[src/rtl/ptx_pkg.sv]
package ptx_pkg;
  typedef enum logic {WIN_IDLE = 1'b0, WIN_OPEN = 1'b1} win_state_e;
endpackage

[src/rtl/ptx_window.sv]
module ptx_window
  import ptx_pkg::*;
#(
  parameter int DLY_W = 4
) (
  input  logic             clk,
  input  logic             rst_n,
  input  logic             start,
  input  logic             rdy_in,
  input  logic [DLY_W-1:0] limit,
  output logic             good,
  output logic             miss
);
  win_state_e       state;
  logic [DLY_W-1:0] elapsed;
  logic             judging;
  logic             at_end;

  // A restart strobe pre-empts judging in the same cycle
  assign judging = (state == WIN_OPEN) && !start;
  assign at_end  = (elapsed == limit);
  assign good    = judging && rdy_in;
  assign miss    = judging && !rdy_in && at_end;

  always_ff @(posedge clk or negedge rst_n) begin
    if (!rst_n) begin
      state   <= WIN_IDLE;
      elapsed <= '0;
    end else if (start) begin
      state   <= WIN_OPEN;
      elapsed <= '0;
    end else if (judging) begin
      if (rdy_in || at_end) state <= WIN_IDLE;
      else                  elapsed <= elapsed + 1'b1;
    end
  end
endmodule

[src/rtl/ptx_budget.sv]
module ptx_budget #(
  parameter int              CNT_W      = 4,
  parameter logic [CNT_W-1:0] RST_BUDGET = '0
) (
  input  logic             clk,
  input  logic             rst_n,
  input  logic             miss,
  input  logic             wr,
  input  logic [CNT_W-1:0] wdata,
  output logic [CNT_W-1:0] count,
  output logic             exhaust
);
  localparam logic [CNT_W-1:0] ONE = CNT_W'(1);
  logic last_err;

  // Budget becoming zero or already zero
  assign last_err = miss && (count <= ONE);

  always_ff @(posedge clk or negedge rst_n) begin
    if (!rst_n) begin
      count   <= RST_BUDGET;
      exhaust <= 1'b0;
    end else begin
      exhaust <= last_err;
      if (wr)                        count <= wdata;
      else if (miss && count != '0)  count <= count - ONE;
    end
  end
endmodule

[src/rtl/ptx_status.sv]
module ptx_status (
  input  logic clk,
  input  logic rst_n,
  input  logic miss,
  input  logic good,
  input  logic raise,
  input  logic clr_flag,
  input  logic clr_irq,
  output logic flag,
  output logic irq
);
  always_ff @(posedge clk or negedge rst_n) begin
    if (!rst_n) begin
      flag <= 1'b0;
      irq  <= 1'b0;
    end else begin
      if (miss)                  flag <= 1'b1;
      else if (good || clr_flag) flag <= 1'b0;
      if (raise)                 irq <= 1'b1;
      else if (clr_irq)          irq <= 1'b0;
    end
  end
endmodule

[src/rtl/ptx_perr_mon.sv]
module ptx_perr_mon #(
  parameter int               DLY_W      = 4,
  parameter int               CNT_W      = 4,
  parameter logic [CNT_W-1:0] RST_BUDGET = '0
) (
  input  logic             clk,
  input  logic             rst_n,
  input  logic             frame_sent,
  input  logic             rdy_in,
  input  logic [DLY_W-1:0] dly_limit,
  input  logic             wr_budget,
  input  logic [CNT_W-1:0] budget_wdata,
  input  logic             clr_flag,
  input  logic             clr_irq,
  output logic             perr_flag,
  output logic [CNT_W-1:0] budget,
  output logic             perr_event,
  output logic             perr_irq
);
  logic win_good;
  logic win_miss;
  logic last_err;

  ptx_window #(.DLY_W(DLY_W)) u_window (
    .clk(clk), .rst_n(rst_n), .start(frame_sent), .rdy_in(rdy_in),
    .limit(dly_limit), .good(win_good), .miss(win_miss)
  );

  ptx_budget #(.CNT_W(CNT_W), .RST_BUDGET(RST_BUDGET)) u_budget (
    .clk(clk), .rst_n(rst_n), .miss(win_miss), .wr(wr_budget),
    .wdata(budget_wdata), .count(budget), .exhaust(perr_event)
  );

  // Sticky bit is set on the same edge as the event register
  assign last_err = win_miss && (budget <= CNT_W'(1));

  ptx_status u_status (
    .clk(clk), .rst_n(rst_n), .miss(win_miss), .good(win_good),
    .raise(last_err), .clr_flag(clr_flag), .clr_irq(clr_irq),
    .flag(perr_flag), .irq(perr_irq)
  );
endmodule

[config.mk]
export PLATFORM = sky130hd
export DESIGN_NAME = ptx_perr_mon
export DESIGN_NICKNAME = d
export VERILOG_FILES = /design/src/rtl/ptx_pkg.sv /design/src/rtl/ptx_window.sv /design/src/rtl/ptx_budget.sv /design/src/rtl/ptx_status.sv /design/src/rtl/ptx_perr_mon.sv
export SDC_FILE = /design/constraint.sdc
export NUM_CORES = 1
export LEC_CHECK = 0
export ABC_AREA = 1
export BUFFER_PORTS_ARGS = -buffer_cell sky130_fd_sc_hd__buf_2
export CAP_MARGIN = 20
export CORE_MARGIN = 2
export CORE_UTILIZATION = 40
export CTS_CLUSTER_DIAMETER = 200
export DETAILED_ROUTE_END_ITERATION = 10
export PLACE_DENSITY_LB_ADDON = 0.08
export RECOVER_POWER = 50
export SLEW_MARGIN = 20
export SYNTH_ARGS = -nofsm -noshare
export SYNTH_HDL_FRONTEND = slang
export SYNTH_SLANG_ARGS = --single-unit
[constraint.sdc]
create_clock -name clk -period 1.2 [get_ports clk]
set_input_delay 0 -clock clk [delete_from_list [all_inputs] [get_ports clk]]
set_output_delay 0 -clock clk [all_outputs]
set_load 0.03 [all_outputs]
==> out/metrics.yaml <==
wl_per_cell_um: 9.911
drt_iter0_drc: 7
pin_count: 22
mappedNetlistNets: 122
crit_path_frequent_cell: "nand2_2"
ant_nets: 0
core.rowCount: 16
cts.clk_slew.worst_paths_ps: 80
syn_area_um2: 783.3
cp.required_ps: 1360
cp_top_family: "simple AND/OR/NAND/NOR gates"
cts_tree: "done"
layout_setup_ws_ps: 12.73
place_hpwl_um: 1220
core_area_um2: 1902
maxSlewHeadroom_pct: 53.37
pwr_density_cell_nw_per_um2: 1018
cts_buffers: 3
setup_viol: 0
grt_max_degree: 13
period_minus_slack_ps: 1187
fin_area_um2: 1116
initial_core_util_pct: 41.18
die-width_um: 48.25
routed_via_density: 4.343
synth_cell_types: 20
critPathArrivalTime_ps: 1350
outcome: "finished clean"
place_area_um2: 979.7
grt_pass1_wl_um: 2449
clk_latency_ps: 270
wl_um: 1675
crit_cells: 9
p_leak_nw: 0.5880
synth_area_leaders: "dfrtp_1 38%, nand2_1 16%, ha_1 6.4%"
place_ws_ps: 7.313
vias: 734
cp-start-kind: "register"
wl_met2_um: 767
rsz0062_at_grt: "true"
max_freq_mhz: 842.3
multi_input_area_um2: 473.0
grt_pass1_vias: 583
grt-ovfl-total: 0
cts_root_buffer: "clkbuf_4"
dieHeight_um: 48.25
seqCellArea_um2: 302.8
skew_ps: 7.110
ff2ff_path_depth: 9
nNetsFinal: 162
cap_violations: 0
drcViolationCount: 0
met1_length_um: 848
slew_viol_final: 0
antenna_found_initial: 0
cts_sinks: 12
crit_fanout: 6
hold_class: "input port to register"
hold_depth: 5
area_delta_synth_final_pct: 42.49
port_buffers: 21
fill_cells: 186
dr.pass1.iters: 3
crit_chain: "inv_2 -> nand2_2 -> nand2_2 -> nor2_4 -> nand2_2 -> nand3_4 -> inv_2 -> nand2_1 -> nand2_1"
ctsHtreeMaxLevel: 1
slowest_stage: "dfrtp_1"
dr.max_layer_used: "met4"
drive_above_1_share_pct: 47.18
dr_wl_met3_um: 45
synth_top_area_share_pct: 38.34
grt.total_usage_pct: 15.79
ir_drop_v: 0.0005896
path_class: "register to register"
fin_crit_sh_pct: 98.94
clock_path_buffers: 2
syn_avg_cell_area_um2: 7.604
netlist_instances: 103
tightest_slew_ps: 699.5
end_kind: "register"
hold_viol: 0
yosysTopAreaCell: "dfrtp_1"
synth_seq_area_share_pct: 38.34
crit_buf_inv: 2
ys_warn_count: 0
ys_seq_elements: 12
max_stage_delay_ps: 380
die_area_um2: 2328
gp_congestion: 0.7737
n_antenna_cell: 0
cells by family after synthesis:
family / count (synthesis) / share of synthesized area, %
simple gates: 58 / 38.02
flops: 12 / 38.34
xor+xnor: 1 / 1.118
buf+inv: 17 / 8.147
fa+ha+maj: 4 / 6.390
compound gates: 11 / 7.988
registers in the layout, indices dropped and copies added (netlist names):
register and count:
u_budget.count 4, u_window.elapsed 4, u_status.irq 1, u_status.flag 1, u_budget.exhaust 1, u_window.state 1
layout make-up:
class,count,share of cell area (%)
flip-flops and latches,12,27.13
multi-input cells,74,42.38
repair buffers,35,19.39
inverters,17,5.717
well taps,27,3.027
clock buffers,4,2.354
routing by layer:
metal | vias up | global-route usage (%)
met5 | - | 0
li1 | 405 | -
met2 | 12 | 23.68
met3 | 2 | 4.444
met4 | 0 | 8.108
met1 | 315 | 20.59
worst reg2reg max path: stages, from the launching register on:
cell	delay, ps
dfrtp_1	380
inv_2	60
nand2_2	60
nand2_2	70
nor2_4	160
nand2_2	100
nand3_4	110
inv_2	50
nand2_1	50
nand2_1	50
path summary, 6_finish.rpt:
check                                           startpoint                              end  slack (ps)
hold reg to reg                   u_status.irq$_DFFE_PN0P_         u_status.irq$_DFFE_PN0P_         530
setup reg to reg           u_window.elapsed[3]$_DFFE_PN0P_  u_window.elapsed[1]$_DFFE_PN0P_          10
max in group asynchronous                            rst_n    u_budget.count[0]$_DFFE_PN0P_         440
min in group asynchronous                            rst_n       u_budget.exhaust$_DFF_PN0_         270
hold / removal                             budget_wdata[1]    u_budget.count[1]$_DFFE_PN0P_          30
setup / recovery           u_window.elapsed[3]$_DFFE_PN0P_  u_window.elapsed[1]$_DFFE_PN0P_          10
metrics by stage:
| step | hold WS, ps | TNS (ps) | std cells | total power, W | util, % |
|---|---|---|---|---|---|
| detailed placement | -93.89 | 0 | 158 | 0.0008085 | 51.51 |
| global placement | -95.99 | 0 | 158 | 0.0008059 | 51.51 |
| finish | 31.82 | 0 | 169 | 0.001136 | 58.68 |
| CTS | 12.89 | 0 | 165 | 0.001095 | 54.47 |
| global route | 38.08 | -310.9 | 169 | 0.001216 | 58.68 |
| floorplan | -295.6 | 0 | 103 | 0.0006810 | - |
power breakdown:
| part | leakage, nW | internal [W] | switching (W) | total [W] |
|---|---|---|---|---|
| Clock | 0.0150 | 0.000129 | 0.000142 | 0.000271 |
| Combinational | 0.418 | 0.000168 | 0.000223 | 0.000391 |
| Sequential | 0.155 | 0.000436 | 0.0000377 | 0.000474 |
synth_stat cells, drive strengths merged:
library cell,count
nor3,1
xnor2,1
o2111ai,1
nand4,1
nor2,7
ha,4
inv,17
dfrtp,12
o22ai,1
o21ai,6
o31ai,1
a21oi,2
nand3,11
nand2,38
what timing repair did:
| item | 4_1_cts | 5_1_grt |
|---|---|---|
| pin swaps | 2 | 8 |
| resized for setup | 0 | 19 |
| setup endpoints to repair | 3 | 10 |
| buffers inserted | 0 | 4 |
| hold buffers | 3 | 0 |
| endpoints found under the hold margin | 14 | 0 |
cell usage in the layout, fill, tap and decap left out:
cell type / instances
o2111ai_1: 1
o22ai_1: 1
nand3_1: 10
nor2_4: 2
nand2_4: 2
nor2_1: 3
dlygate4sd3_1: 3
nand4_4: 1
nor3_4: 1
nor2_2: 2
inv_2: 7
a21oi_1: 2
o31ai_1: 1
ha_1: 1
nand3_4: 1
o21ai_0: 3
ha_2: 3
nand2_2: 11
xnor2_2: 1
clkbuf_1: 2
buf_4: 11
o21ai_1: 3
dfrtp_1: 10
dfrtp_2: 2
buf_2: 20
clkbuf_4: 3
inv_1: 10
nand2_1: 25
Power figures use the tool's default switching activity.
